--- src/rtl/dbg_ctl_pkg.sv ---
package dbg_ctl_pkg;
  localparam int unsigned REG_W = 32;
  localparam int unsigned MOE_W = 4;

  // field positions
  localparam int unsigned P_TFO    = 31;
  localparam int unsigned P_RXF    = 30;
  localparam int unsigned P_TXF    = 29;
  localparam int unsigned P_RXO    = 27;
  localparam int unsigned P_TXU    = 26;
  localparam int unsigned P_IDIS_H = 23;
  localparam int unsigned P_IDIS_L = 22;
  localparam int unsigned P_TDA    = 21;
  localparam int unsigned P_SC2    = 19;
  localparam int unsigned P_NSEC   = 18;
  localparam int unsigned P_PROF   = 17;
  localparam int unsigned P_SDBG   = 16;
  localparam int unsigned P_MON    = 15;
  localparam int unsigned P_HDE    = 14;
  localparam int unsigned P_TRAP   = 12;
  localparam int unsigned P_ERR    = 6;
  localparam int unsigned P_MOE_L  = 2;

  localparam logic [REG_W-1:0] ONE = {{(REG_W-1){1'b0}}, 1'b1};

  localparam logic [REG_W-1:0] MIRROR_MASK =
      (ONE << P_TFO) | (ONE << P_RXF) | (ONE << P_TXF) | (ONE << P_RXO) |
      (ONE << P_TXU) | (ONE << P_IDIS_H) | (ONE << P_IDIS_L) | (ONE << P_TDA) |
      (ONE << P_SC2) | (ONE << P_HDE) | (ONE << P_ERR);

  typedef enum logic [1:0] {
    EXC_BKPT  = 2'd0,
    EXC_SWBK  = 2'd1,
    EXC_VCAT  = 2'd2,
    EXC_WATCH = 2'd3
  } exc_kind_e;
endpackage

--- src/rtl/dbg_ctl_own.sv ---
module dbg_ctl_own
  import dbg_ctl_pkg::*;
(
  input  logic             clk,
  input  logic             rst_n,
  input  logic             wr_en_i,
  input  logic [REG_W-1:0] wdata_i,
  output logic             mon_en_q,
  output logic             trap_en_q
);
  logic mon_en_d;
  logic trap_en_d;

  always_comb begin
    mon_en_d  = mon_en_q;
    trap_en_d = trap_en_q;
    if (wr_en_i) begin
      mon_en_d  = wdata_i[P_MON];
      trap_en_d = wdata_i[P_TRAP];
    end
  end

  always_ff @(posedge clk or negedge rst_n) begin
    if (!rst_n) begin
      mon_en_q  <= 1'b0;
      trap_en_q <= 1'b0;
    end else if (wr_en_i) begin
      mon_en_q  <= mon_en_d;
      trap_en_q <= trap_en_d;
    end
  end
endmodule

--- src/rtl/dbg_ctl_moe.sv ---
module dbg_ctl_moe
  import dbg_ctl_pkg::*;
#(
  parameter int unsigned W = MOE_W,
  parameter logic [W-1:0] CODE_BKPT  = 4'b0001,
  parameter logic [W-1:0] CODE_SWBK  = 4'b0011,
  parameter logic [W-1:0] CODE_VCAT  = 4'b0101,
  parameter logic [W-1:0] CODE_WATCH = 4'b1010
) (
  input  logic         clk,
  input  logic         rst_n,
  input  logic         evt_i,
  input  exc_kind_e    kind_i,
  input  logic         wr_en_i,
  input  logic [W-1:0] wr_code_i,
  output logic [W-1:0] moe_q
);
  logic [W-1:0] evt_code;
  logic [W-1:0] moe_d;
  logic         moe_ce;

  always_comb begin
    unique case (kind_i)
      EXC_BKPT:  evt_code = CODE_BKPT;
      EXC_SWBK:  evt_code = CODE_SWBK;
      EXC_VCAT:  evt_code = CODE_VCAT;
      default:   evt_code = CODE_WATCH;
    endcase
  end

  // event wins over a software write in the same cycle
  always_comb begin
    moe_ce = evt_i | wr_en_i;
    if (evt_i) moe_d = evt_code;
    else       moe_d = wr_code_i;
  end

  always_ff @(posedge clk or negedge rst_n) begin
    if (!rst_n)      moe_q <= '0;
    else if (moe_ce) moe_q <= moe_d;
  end
endmodule

--- src/rtl/dbg_ctl_mirror.sv ---
module dbg_ctl_mirror
  import dbg_ctl_pkg::*;
(
  input  logic             clk,
  input  logic             rst_n,
  input  logic             lock_i,
  input  logic             wr_en_i,
  input  logic [REG_W-1:0] wdata_i,
  input  logic [REG_W-1:0] ext_view_i,
  output logic [REG_W-1:0] rd_view_o,
  output logic             ext_wr_en_o,
  output logic [REG_W-1:0] ext_wr_mask_o,
  output logic [REG_W-1:0] ext_wdata_o,
  output logic             bad_q
);
  logic             rxo_bad;
  logic             txu_bad;
  logic             pass;
  logic [REG_W-1:0] fixed;
  logic             bad_d;

  assign pass    = lock_i & wr_en_i;
  assign rxo_bad = wdata_i[P_RXO] & ~wdata_i[P_ERR];
  assign txu_bad = wdata_i[P_TXU] & ~wdata_i[P_ERR];

  always_comb begin
    fixed = wdata_i & MIRROR_MASK;
    if (rxo_bad) begin
      fixed[P_RXO] = 1'b1;
      fixed[P_ERR] = 1'b1;
    end
    if (txu_bad) begin
      fixed[P_TXU] = 1'b1;
      fixed[P_ERR] = 1'b1;
    end
  end

  assign ext_wr_en_o   = pass;
  assign ext_wr_mask_o = pass ? MIRROR_MASK : '0;
  assign ext_wdata_o   = pass ? fixed : '0;
  assign rd_view_o     = lock_i ? (ext_view_i & MIRROR_MASK) : '0;

  assign bad_d = bad_q | (pass & (rxo_bad | txu_bad));

  always_ff @(posedge clk or negedge rst_n) begin
    if (!rst_n) bad_q <= 1'b0;
    else        bad_q <= bad_d;
  end
endmodule

--- src/rtl/dbg_ctl_reg.sv ---
module dbg_ctl_reg
  import dbg_ctl_pkg::*;
(
  input  logic             clk,
  input  logic             rst_n,
  input  logic             sw_wr_en_i,
  input  logic [REG_W-1:0] sw_wdata_i,
  output logic [REG_W-1:0] sw_rdata_o,
  input  logic             os_lock_i,
  input  logic [REG_W-1:0] ext_view_i,
  output logic             ext_wr_en_o,
  output logic [REG_W-1:0] ext_wr_mask_o,
  output logic [REG_W-1:0] ext_wdata_o,
  input  logic             nonsec_i,
  input  logic             prof_block_i,
  input  logic             selfdbg_block_i,
  input  logic             exc_evt_i,
  input  logic [1:0]       exc_kind_i,
  input  logic             in_debug_i,
  output logic             mon_en_o,
  output logic             el0_trap_o,
  output logic             el0_dtr_trap_o,
  output logic             bad_combo_o
);
  logic             mon_en_q;
  logic             trap_en_q;
  logic [MOE_W-1:0] moe_q;
  logic [REG_W-1:0] mir_view;
  logic [REG_W-1:0] own_view;

  dbg_ctl_own i_own (
    .clk       (clk),
    .rst_n     (rst_n),
    .wr_en_i   (sw_wr_en_i),
    .wdata_i   (sw_wdata_i),
    .mon_en_q  (mon_en_q),
    .trap_en_q (trap_en_q)
  );

  dbg_ctl_moe i_moe (
    .clk       (clk),
    .rst_n     (rst_n),
    .evt_i     (exc_evt_i),
    .kind_i    (exc_kind_e'(exc_kind_i)),
    .wr_en_i   (sw_wr_en_i),
    .wr_code_i (sw_wdata_i[P_MOE_L +: MOE_W]),
    .moe_q     (moe_q)
  );

  dbg_ctl_mirror i_mir (
    .clk           (clk),
    .rst_n         (rst_n),
    .lock_i        (os_lock_i),
    .wr_en_i       (sw_wr_en_i),
    .wdata_i       (sw_wdata_i),
    .ext_view_i    (ext_view_i),
    .rd_view_o     (mir_view),
    .ext_wr_en_o   (ext_wr_en_o),
    .ext_wr_mask_o (ext_wr_mask_o),
    .ext_wdata_o   (ext_wdata_o),
    .bad_q         (bad_combo_o)
  );

  always_comb begin
    own_view                       = '0;
    own_view[P_NSEC]               = nonsec_i;
    own_view[P_PROF]               = prof_block_i;
    own_view[P_SDBG]               = selfdbg_block_i;
    own_view[P_MON]                = mon_en_q;
    own_view[P_TRAP]               = trap_en_q;
    own_view[P_MOE_L +: MOE_W]     = moe_q;
  end

  assign sw_rdata_o     = own_view | mir_view;
  assign mon_en_o       = mon_en_q;
  assign el0_trap_o     = trap_en_q;
  assign el0_dtr_trap_o = trap_en_q & ~in_debug_i;
endmodule

--- config.mk ---
export PLATFORM = sky130hd
export DESIGN_NAME = dbg_ctl_reg
export DESIGN_NICKNAME = d
export VERILOG_FILES = /design/src/rtl/dbg_ctl_pkg.sv /design/src/rtl/dbg_ctl_own.sv /design/src/rtl/dbg_ctl_moe.sv /design/src/rtl/dbg_ctl_mirror.sv /design/src/rtl/dbg_ctl_reg.sv
export SDC_FILE = /design/constraint.sdc
export NUM_CORES = 1
export LEC_CHECK = 0
export ABC_AREA = 1
export CORE_AREA = 8 8 61 63
export DETAILED_ROUTE_END_ITERATION = 8
export DIE_AREA = 0 0 69 71
export DONT_BUFFER_PORTS = 1
export GPL_TIMING_DRIVEN = 0
export HOLD_SLACK_MARGIN = 0.06
export SLEW_MARGIN = 10
export SYNTH_ARGS = -nofsm -noshare
export SYNTH_HDL_FRONTEND = slang
export SYNTH_SLANG_ARGS = --single-unit
export TNS_END_PERCENT = 20
--- constraint.sdc ---
create_clock -name clk -period 1.5 [get_ports clk]
set_input_delay 0.075 -clock clk [delete_from_list [all_inputs] [get_ports clk]]
set_output_delay 0.075 -clock clk [all_outputs]
set_load 0.01 [all_outputs]
==> qor.txt, run 1 <==
Mapped Avg Cell Area -> 6.629 um^2
#FFs+latches synth -> 7
post-synthesis compound-gate area fraction -> 3.634%
# nets final -> 306
CTS Buf Count -> 3
Die ar. -> 4899 um^2
wirelength, routed -> 3035 um
worst hold-check path type -> in2reg
initial antenna violation count -> 0
die height -> 71 um
RSZ-0062 raised after global routing -> no
fin. max-slew vios -> 0
DP Wirelength -> 2720 um
CTS sink count -> 7
synthesized-area fraction occupied by and/or/nand/nor cells -> 17.58%
final core occ -> 51.18%
CP Capture Type -> output pin
Setup-failing EPs final -> 0
initial DRC count -> 21
Vias/cell -> 3.430
layout cell share with drive strength beyond 1 -> 35.22%
CP required -> 1420 ps
clock skew -> 0 ps
Layout area overhead -> 36.81%
die width -> 69 um
ant diodes -> 0
Clk Latency, worst-skew pair -> 250 ps
Pleak -> 1.010 nW
per-cell routed wire length -> 11.54 um
xor/xnor share of the synthesized area -> 0%
top sig layer -> met4
CP max stage delay -> 570 ps
Final GP Congestion -> 0.7115
Cell Area, Placed -> 1308 um^2
met2 WL post-DR -> 1682 um
Tot GR Track Use -> 11.08%
adder-cell share of the synthesized area -> 0%
power per cell area -> 517.3 nW/um^2
row cnt -> 20
Final min period -> 1419 ps
Yosys warning total -> 0
peak supply drop -> 0.0003568 V
# DRC -> 0
I/O Buffers -> 0
largest family of logic cells by synthesized area -> buffers and inverters
first-pass GRT wire length -> 4657 um
core area -> 2853 um^2
Cell variety after synth -> 18
met1 WL -> 897 um
WP data arrival -> 1340 ps
Peak Freq -> 704.6 MHz
Worst Setup Path Type -> in2out
Initial Util -> 37.41%
root buffer cell -> clkbuf_4
status -> finished, final reports clean
Routed met3 length -> 438 um
total negative setup slack -> 0 ps
cell area after layout -> 1460 um^2
final hold viol count -> 0
sequential area share after synthesis -> 16.41%
vias in the first global route -> 925
ANT nets after route -> 0
clk buf depth -> 2
peak fanout along the critical path -> 12
CP Launch Type -> input pin
setup bufs post-CTS -> 0
H-tree Lvls -> 1
largest net degree at the start of global routing -> 13
Clock Pin Slew Worst Setup and Hold Paths -> 50 ps
TritonCTS clock tree -> built
gr ovfl total -> 0
Pre-antenna DRT Iters -> 4
Post-Synthesis Cells -> 161
vias -> 902
mux contribution to synthesized area -> 0%
critical path's slowest cell -> dlygate4sd3_1
max_cap viols -> 0
I/O Pins -> 176
Post-Syn Area -> 1067 um^2
fin crit share -> 94.62%
CP Cell Sequence -> dlygate4sd3_1 -> nand2_4 -> buf_6 -> clkinvlp_4 -> buf_4
## kinds of logic (layout without fill, tap and decap cells)
group | after synthesis | count (layout)
other cells | 1 | 54
simple gates | 44 | 44
compound gates | 7 | 7
flops | 7 | 7
buf+inv | 102 | 118
## repair_timing
| action | in CTS | in global routing |
|---|---|---|
| resized for setup | 0 | 2 |
| hold endpoints to repair | 14 | 0 |
| hold buffers | 12 | 0 |
| setup endpoints to repair | 0 | 13 |
## cell type report
cell class	instances	area (um^2)
inverter	29	112.6
buffer	73	553.0
fill	303	1393
tap	33	41.29
sequential	7	175.2
clock buffer	4	26.28
timing repair buffer	12	122.6
multi-input combinational	105	429.2
## metal layers
metal / track usage [%] / vias up
li1: - / 477
met1: 9.069 / 363
met2: 21.52 / 60
met3: 6.853 / 2
met4: 2.733 / 0
met5: 0 / -
## where the power goes
part	switching (mW)	internal (mW)
sequential	0.0217	0.205
clock	0.0655	0.101
combinational	0.188	0.174
## state kept, by name, summed over array words and instances, names as in the netlist
signal	cells
i_moe.moe_q	4
i_mir.bad_q	1
i_own.mon_en_q	1
i_own.trap_en_q	1
## metrics by stage
step / power (mW) / setup WS, ps / hold WS [ps] / cells
floorplan: 0.5208 / 631.8 / -220.6 / 214
global placement: 0.5459 / 512.1 / -220.3 / 247
detailed placement: 0.5472 / 510.0 / -220.3 / 247
CTS: 0.7540 / 23.52 / 60.56 / 263
global route: 0.8095 / 7.016 / 68.45 / 263
finish: 0.7553 / 80.67 / 58.65 / 263
## worst paths after layout
check | startpoint | to | slack (ps) | cells after the start
min in group asynchronous | rst_n | i_moe.moe_q[3]$_DFFE_PN0P_ | 150 | 1
max in group asynchronous | rst_n | i_own.trap_en_q$_DFFE_PN0P_ | 1120 | 1
worst min-delay path | exc_kind_i[1] | i_moe.moe_q[0]$_DFFE_PN0P_ | 60 | 3
worst max-delay path | os_lock_i | ext_wr_mask_o[23] | 80 | 5
worst max register to register | i_mir.bad_q$_DFF_PN0_ | i_mir.bad_q$_DFF_PN0_ | 250 | 2
worst min register to register | i_moe.moe_q[3]$_DFFE_PN0P_ | i_moe.moe_q[3]$_DFFE_PN0P_ | 570 | 2
## critical path: cells and delay by family
kind | cells | cell delay, ps
AND/OR/NAND/NOR | 1 | 100
buffers and inverters | 4 | 1160
## synthesized netlist by cell type, drive strengths merged
master,n,area (um^2)
o21bai,1,7.510
buf,73,553.0
inv,29,108.9
a21oi,1,5.000
nand3,4,20.02
a31oi,1,6.260
conb,1,3.750
o21ai,4,20.01
nand2,27,108.9
nor2,13,58.81
dfrtp,7,175.2
## cell usage in the layout (no fill, tap or decap), drive strengths merged
cell	instances
a21oi	1
a31oi	1
buf	73
clkbuf	4
clkinvlp	1
conb	54
dfrtp	7
dlygate4sd3	11
dlymetal6s4s	1
inv	28
nand2	27
nand3	4
nor2	13
o21ai	4
o21bai	1
Power figures use the tool's default switching activity.
==> inputs of run 2 (changes only) <==
Clock period 1.5 ns to 1.7 ns, I/O delays scaled along.
==> run 2 against run 1 <==
  * Worst hold slack gained 13 ps
  * Routed wire length grew 0.26%
  * Clock power shrank 12%
  * Design area shrank 0.43%
  * Sequential power shrank 12%
  * Largest power group unchanged
  * Critical path depth grew 2
  * Global-route usage is the same
  * Non-clock buffer count is the same
==> qor.txt, run 2 (synthesized netlist as in run 1, its figures left out) <==
Pleak -> 1.009 nW (-0.11%)
Clk Latency, worst-skew pair -> 250 ps (about the same)
CP Launch Type -> input pin
cell area after layout -> 1454 um^2 (-0.43%)
Die ar. -> 4899 um^2 (unchanged)
Tot GR Track Use -> 11.08% (unchanged)
max_cap viols -> 0 (unchanged)
commonest non-fill, non-tap cell in the layout -> buf_4
fin. max-slew vios -> 0 (unchanged)
wirelength, routed -> 3043 um (+0.26%)
core area -> 2853 um^2 (unchanged)
Cell Area, Placed -> 1308 um^2 (unchanged)
worst hold-check path type -> in2reg
final worst setup slack -> 219.0 ps (+138.3 ps)
Layout area overhead -> 36.22%
fillers -> 306 (+0.99%)
first-pass GRT wire length -> 4657 um (unchanged)
die width -> 69 um (unchanged)
total negative setup slack -> 0 ps (unchanged)
TritonCTS clock tree -> built
Final min period -> 1481 ps
peak fanout along the critical path -> 5 (-7)
Final GP Congestion -> 0.7115 (unchanged)
die height -> 71 um (unchanged)
fin crit share -> 87.12%
gr ovfl total -> 0 (unchanged)
# nets final -> 306 (unchanged)
final core occ -> 50.96% (-0.22 points)
row cnt -> 20 (unchanged)
Clock Pin Slew Worst Setup and Hold Paths -> 50 ps (about the same)
CTS Buf Count -> 3 (unchanged)
root buffer cell -> clkbuf_4
Global Route met2 Usage -> 21.52% (unchanged)
DP Wirelength -> 2720 um (unchanged)
Pre-antenna DRT Iters -> 4 (unchanged)
non-filler cells, final -> 263 (unchanged)
status -> finished, final reports clean
Initial Util -> 37.41% (unchanged)
ANT nets after route -> 0 (unchanged)
Largest register FFs -> 4 (unchanged)
final hold viol count -> 0 (unchanged)
vias -> 903 (+0.11%)
CP required -> 1840 ps (+420 ps)
per-cell routed wire length -> 11.57 um (+0.26%)
Peak Freq -> 675.2 MHz
clock skew -> 0 ps (unchanged)
Worst Setup Path Type -> in2reg
clk buf depth -> 2 (unchanged)
Register Area -> 175.2 um^2 (unchanged)
M1 GR Usage -> 9.069% (unchanged)
WP data arrival -> 1620 ps (+280 ps)
# DRC -> 0 (unchanged)
vias in the first global route -> 925 (unchanged)
layout cell share with drive strength beyond 1 -> 34.78% (-0.43 points)
H-tree Lvls -> 1 (unchanged)
GR Util met3 -> 6.853% (unchanged)
peak supply drop -> 0.0003150 V (-12%)
Top reg by flops -> i_moe.moe_q
ant diodes -> 0 (unchanged)
I/O Pins -> 176 (unchanged)
area of the multi-input gates -> 429.2 um^2 (unchanged)
placed cell count -> 247 (unchanged)
pre-CTS WS -> 690.0 ps (+180.0 ps)
initial DRC count -> 21 (unchanged)
I/O Buffers -> 0 (unchanged)
CP Capture Type -> flop
largest net degree at the start of global routing -> 13 (unchanged)
Vias/cell -> 3.433 (+0.11%)
Setup-failing EPs final -> 0 (unchanged)
initial antenna violation count -> 0 (unchanged)
most used routing layer -> met2
RSZ-0062 raised after global routing -> no
CTS sink count -> 7 (unchanged)
commonest non-fill, non-tap cells in the layout -> buf_4 (70), conb_1 (54), inv_1 (28)
power per cell area -> 457.3 nW/um^2 (-12%)
register-to-register setup slack -> 450 ps (+200 ps)
==> run 2: changes by cell type in the layout (fill, tap and decap cells not counted), sizes merged <==
cell	previous run	this run
dlygate4sd3	11	12
dlymetal6s4s	1	0
clkinvlp	1	0
inv	28	29
==> run 2: worst paths after layout <==
check / cells after the start / startpoint / end
min in group asynchronous: 1 / rst_n / i_moe.moe_q[3]$_DFFE_PN0P_
setup reg to reg: 2 / i_mir.bad_q$_DFF_PN0_ / i_mir.bad_q$_DFF_PN0_
hold / removal: 3 / exc_kind_i[1] / i_moe.moe_q[0]$_DFFE_PN0P_
setup / recovery: 7 / exc_evt_i / i_moe.moe_q[3]$_DFFE_PN0P_
hold reg to reg: 2 / i_moe.moe_q[3]$_DFFE_PN0P_ / i_moe.moe_q[3]$_DFFE_PN0P_
max in group asynchronous: 1 / rst_n / i_own.trap_en_q$_DFFE_PN0P_
==> run 2: repair_timing <==
item                      4_1_cts  5_1_grt
hold endpoints to repair       14        0
hold buffers                   12        0
buffers inserted                0        0
gates resized for setup         0        0
==> run 2: metal layers <==
layer  up-vias  routed length (um)
li1        477                   -
met1       364                 909
met2        60                1676
met3         2                 440
met4         0                  17
met5         -                   0
==> run 2: where the power goes <==
part,switching [mW],internal [mW],total [mW]
combinational,0.165,0.153,0.318
sequential,0.0191,0.181,0.200
clock,0.0578,0.0894,0.147
total,0.242,0.423,0.665
==> run 2: layout make-up <==
class	count	share of cell area, %
inverters	29	7.487
clock buffers	4	1.807
flip-flops and latches	7	12.05
multi-input cells	105	29.52
plain buffers	73	38.04
well taps	33	2.840
repair buffers	12	8.262
==> run 2: stage by stage <==
step | hold slack (ps) | total power, mW
after CTS | 70.56 | 0.6651
final | 71.42 | 0.6649
after detailed placement | -210.3 | 0.4828
after global routing | 94.80 | 0.7126
after floorplan | -210.6 | 0.4596
after global placement | -210.3 | 0.4817
==> run 2: worst max-delay path: stages <==
cell and delay (ps):
dlygate4sd3_1 680, inv_2 80, nand2_1 70, nand2_1 50, dlygate4sd3_1 550, nand2_1 60, nand2_1 40
